<file path="config.mk">
export PLATFORM = sky130hd
export DESIGN_NAME = fp_sign_select
export DESIGN_NICKNAME = d
export VERILOG_FILES = /design/src/rtl/fp_sign_select.sv
export SDC_FILE = /design/constraint.sdc
export NUM_CORES = 1
export LEC_CHECK = 0
export CAP_MARGIN = 20
export CORE_AREA = 3 3 100 102
export CTS_CLUSTER_SIZE = 24
export DETAILED_ROUTE_END_ITERATION = 16
export DIE_AREA = 0 0 103 105
export DONT_BUFFER_PORTS = 1
export HOLD_SLACK_MARGIN = 0.05
export PLACE_DENSITY = 0.64
export REMOVE_ABC_BUFFERS = 1
export SYNTH_ARGS = -nofsm -noshare
export SYNTH_HDL_FRONTEND = slang
export SYNTH_SLANG_ARGS = --single-unit
</file>
<file path="constraint.sdc">
create_clock -name clk -period 2 [get_ports clk]
set_input_delay 0.3 -clock clk [delete_from_list [all_inputs] [get_ports clk]]
set_output_delay 0.3 -clock clk [all_outputs]
set_load 0.01 [all_outputs]
</file>
<file path="src/rtl/fp_sign_select.sv">
module fp_sign_select #(
  parameter int WIDTH = 64,
  parameter int EXP_W = 11
) (
  input  logic             clk,
  input  logic             rst_n,
  input  logic             in_valid,
  input  logic [WIDTH-1:0] test_op,
  input  logic [WIDTH-1:0] pass_op,
  input  logic [WIDTH-1:0] fail_op,
  output logic             out_valid,
  output logic [WIDTH-1:0] out_word
);
  localparam int FRAC_W = WIDTH - 1 - EXP_W;

  logic sign_bit, exp_ones, frac_nz, mag_nz, is_nan, take_pass;

  assign sign_bit  = test_op[WIDTH-1];
  assign exp_ones  = &test_op[WIDTH-2 -: EXP_W];
  assign frac_nz   = |test_op[FRAC_W-1:0];
  assign mag_nz    = |test_op[WIDTH-2:0];
  assign is_nan    = exp_ones & frac_nz;
  assign take_pass = ~is_nan & (~sign_bit | ~mag_nz);

  always_ff @(posedge clk) begin
    if (!rst_n) begin
      out_valid <= 1'b0;
      out_word  <= '0;
    end else begin
      out_valid <= in_valid;
      if (in_valid) out_word <= take_pass ? pass_op : fail_op;
    end
  end
endmodule

</file>
Word level (Yosys, flattened, before mapping)
Cells that the tools add are included.
{ "op_classes": {"mux": 1, "bitwise_logic": 6, "reduce_logical": 3} }
{ "op_table": {"columns": ["op", "count"], "rows": [
  ["64-bit 2-to-1 mux", 1],
  ["63-bit OR reduction", 1],
  ["52-bit OR reduction", 1],
  ["11-bit AND reduction", 1],
  ["1-bit inverter", 3],
  ["1-bit AND", 2],
  ["1-bit OR", 1]
]} }
{ "word_totals": {"ff_bits": 65, "inputBits": 195, "elab_cells": 12} }

Logic depth before layout (Yosys ltp)
{ "depth": {"word_depth": 5, "depth_mapped": 7, "depth_no_buf": 5} }

Worst setup path before layout
No wires, ideal clock.
{ "synth_path": {"path_kind": "in2reg", "startpoint": "in test_op[14]", "endpoint": "reg out_word[0]", "arrival_time_ps": 1752, "setup_slack_ps": 173, "stages": 6, "cell_sequence": "nor4_1 -> nand4_1 -> nor4_4 -> buf_6 -> nand3_1 -> a31oi_1"} }
{ "synth_via": {"elab_chain_len": 5} }
{ "synth_lines": {"columns": ["element", "line_no", "text"], "rows": [
  ["start, declared", "8", "input logic [WIDTH-1:0] test_op,"],
  ["63-bit OR reduction or 52-bit OR reduction (tied branches)", "21, 20", null],
  ["1-bit inverter or 1-bit AND (tied branches)", "23, 22", null],
  ["1-bit OR or 1-bit inverter (tied branches)", "23", "assign take_pass = ~is_nan & (~sign_bit | ~mag_nz);"],
  ["1-bit AND *", "23", null],
  ["64-bit 2-to-1 mux *", "31", "if (in_valid) out_word <= take_pass ? pass_op : fail_op;"],
  ["end signal, assigned", "31", null],
  ["end, declared", "12", "output logic [WIDTH-1:0] out_word"]
]} }
Every way passes the cells marked *; elsewhere a longest branch is shown, timed or not.
A chain may end at the register's enable or synchronous reset.

Worst setup path after layout
{ "layout_path": {"startpoint": "in test_op[14]", "endpoint": "reg out_word[41]"} }
Same word-level chain as after synthesis.

==> impl_metrics.env <==
export IMPL_status="complete, no violations"
export IMPL_tns_ns=0
export IMPL_crit_family="simple AND/OR/NAND/NOR gates"
export IMPL_start_kind="primary input"
export IMPL_power_per_cell_area_nw_per_um2=750
export IMPL_clockBufferDepth=2
export IMPL_antenna_found_initial=0
export IMPL_first_global_vias=3984
export IMPL_drive_gt1_frac=0.0460
export IMPL_syn_inst=598
export IMPL_path_clk_slew_ns=0.08
export IMPL_arrival_ns=1.81
export IMPL_vias=4283
export IMPL_hold_path_class="in -> reg"
export IMPL_cts_root_buf="clkbuf_8"
export IMPL_slowest_delay_ns=0.36
export IMPL_fmax_mhz=639
export IMPL_instances_no_fill=676
export IMPL_syn_area_um2=3950
export IMPL_area_delta_synth_final_pct=5.65
export IMPL_period_share=0.782
export IMPL_slew_violations=0
export IMPL_min_period_ns=1.56
export IMPL_postRouteWirelength_um=13000
export IMPL_dieArea_um2=10800
export IMPL_drc_errors=0
export IMPL_rows=35
export IMPL_cp_max_fo=64
export IMPL_port_buffers=0
export IMPL_relSlewSlack=0.428
export IMPL_utilization=0.453
export IMPL_die_w_um=103
export IMPL_gp_congestion=0.770
export IMPL_vias_per_cell=6.34
export IMPL_fp_dieH_um=105
export IMPL_crit_type="in -> reg"
export IMPL_postCtsSetupBuffers=0
export IMPL_cp_slowest_cell="nor4_4"
export IMPL_start_util=0.429
export IMPL_syn_area_per_cell_um2=6.60
export IMPL_dr_pass1_iters=5
export IMPL_n_antenna_cell=0
export IMPL_vdd_ir_drop_max_mv=0.423
export IMPL_grt_usage=0.225
export IMPL_rr_worst_depth=2
export IMPL_regArea_um2=1300
export IMPL_nets=756
export IMPL_min_path_cells=2
export IMPL_core_region_area_um2=9200
export IMPL_synth_distinct_cells=20
export IMPL_postCtsHoldBufs=0
export IMPL_ant_nets=0
export IMPL_synthTopCellsByArea="dfxtp_1 (33%), o21ai_0 (16%), a31oi_1 (10%), nand3_1 (8.4%), a21oi_1 (8.1%)"
export IMPL_numCtsBuffers=9
export IMPL_hold_violations=0
export IMPL_synth_warnings=0
export IMPL_synth_seq_cells=65
export IMPL_rsz0062_at_grt="false"
export IMPL_setup_viol=0
export IMPL_clock_latency_ns=0.32
export IMPL_synth_top_area_frac=0.330
export IMPL_use_met2=0.369
export IMPL_cp_required_ns=2.25
export IMPL_post_drt_wl_per_cell_um=19.2
export IMPL_worst_pin_slew_ns=0.856
export IMPL_met1_usage=0.262
export IMPL_use_met3=0.0948
export IMPL_top_usage_layer="met2"
export IMPL_cts_resized=0
export IMPL_whs_ns=0.0940
export IMPL_worst_clock_skew_ns=0
export IMPL_io_pins=260
export IMPL_fin_total_pwr_mw=3.13
export IMPL_hpwl_um=8750
export IMPL_crit_cells=6
export IMPL_htree_levels=3
export IMPL_synth_top_area_cell="dfxtp_1"
export IMPL_grt_max_degree=130
export IMPL_fillers=951
export IMPL_max_cap_violations=0
export IMPL_multi_input_area_um2=2150
export IMPL_drtIter0Drc=287
export IMPL_dpl_cell_count=661
export IMPL_grt_overflow_total=0
export IMPL_cts_tree="done"
export IMPL_clkSinkCount=65
export IMPL_grt_pass1_wl_um=19700
export IMPL_cellLeakagePower_nw=1.59
export IMPL_end_kind="flip-flop"
export IMPL_ys_seq_area_frac=0.330
export IMPL_crit_chain="nor4_1 -> nand4_1 -> nor4_4 -> buf_12 -> nand3_1 -> a31oi_1"
export IMPL_cp_num_buf_inv=1
-- synth_stat cells --
library cell / number
a21oi_1: 64
a31o_2: 1
a31oi_1: 64
and2_1: 1
buf_6: 6
clkbuf_1: 42
clkbuf_4: 6
dfxtp_1: 65
inv_1: 65
nand2_1: 65
nand3_1: 66
nand4_1: 4
nor2_1: 1
nor3_1: 2
nor4_1: 14
nor4_2: 1
nor4_4: 1
o21ai_0: 128
o31ai_1: 1
o41a_1: 1
-- placed cells by master, fill, tap and decap left out --
cell,instances
dfxtp_1,65
o31ai_1,1
nand4_1,4
a31o_4,1
buf_12,6
inv_6,1
o41a_2,1
nand2_1,65
o21ai_0,128
clkbuf_8,10
nor2_4,1
nor4_2,1
a21oi_1,64
bufinv_16,2
clkinv_2,2
inv_1,65
nor4_1,14
nor3_1,2
a31oi_1,64
and2_1,1
nand3_1,66
nor4_4,1
-- flip-flops by register name, indices dropped and copies added (netlist names) --
name	count
out_valid	1
out_word	64
-- report_power, final --
part           internal (mW)  leakage [nW]  switching, mW
logic                  0.150         0.939          0.199
clock network          0.730         0.113          0.528
registers               1.40         0.542          0.121
-- stage by stage --
| stage | cell area (um2) | setup WS (ns) |
|---|---|---|
| 3_5_place_dp | 3950 | 0.0541 |
| 5_1_grt | 4170 | 0.242 |
| 6_report | 4170 | 0.435 |
| 3_3_place_gp | 3950 | 0.156 |
| 2_1_floorplan | 3670 | -0.868 |
| 4_1_cts | 4170 | 0.416 |
-- layout make-up --
| cell class | count | share of cell area |
|---|---|---|
| clock buffer | 10 | 0.0330 |
| multi-input combinational | 414 | 0.515 |
| timing repair buffer | 6 | 0.0288 |
| clock inverter | 5 | 0.0189 |
| sequential | 65 | 0.312 |
| inverter | 65 | 0.0585 |
| tap | 111 | 0.0333 |
-- routing by layer --
metal / share of wire / wire, um
met3: 0.11 / 1410
met1: 0.37 / 4780
met2: 0.51 / 6580
met5: 0 / 0
met4: 0.018 / 240
-- logic make-up after synthesis --
family,after synthesis,share of synthesized area
buf+inv,119,0.130
flops,65,0.330
simple gates,155,0.188
compound gates,259,0.352
-- path summary, 6_finish.rpt --
path / from / endpoint / slack, ns
setup / recovery: test_op[14] / out_word[41]$_SDFFE_PN0P_ / 0.44
hold / removal: fail_op[7] / out_word[7]$_SDFFE_PN0P_ / 0.09
setup reg to reg: out_word[25]$_SDFFE_PN0P_ / out_word[25]$_SDFFE_PN0P_ / 1.27
hold reg to reg: out_word[2]$_SDFFE_PN0P_ / out_word[2]$_SDFFE_PN0P_ / 0.57
(Power assumes the default switching activity.)
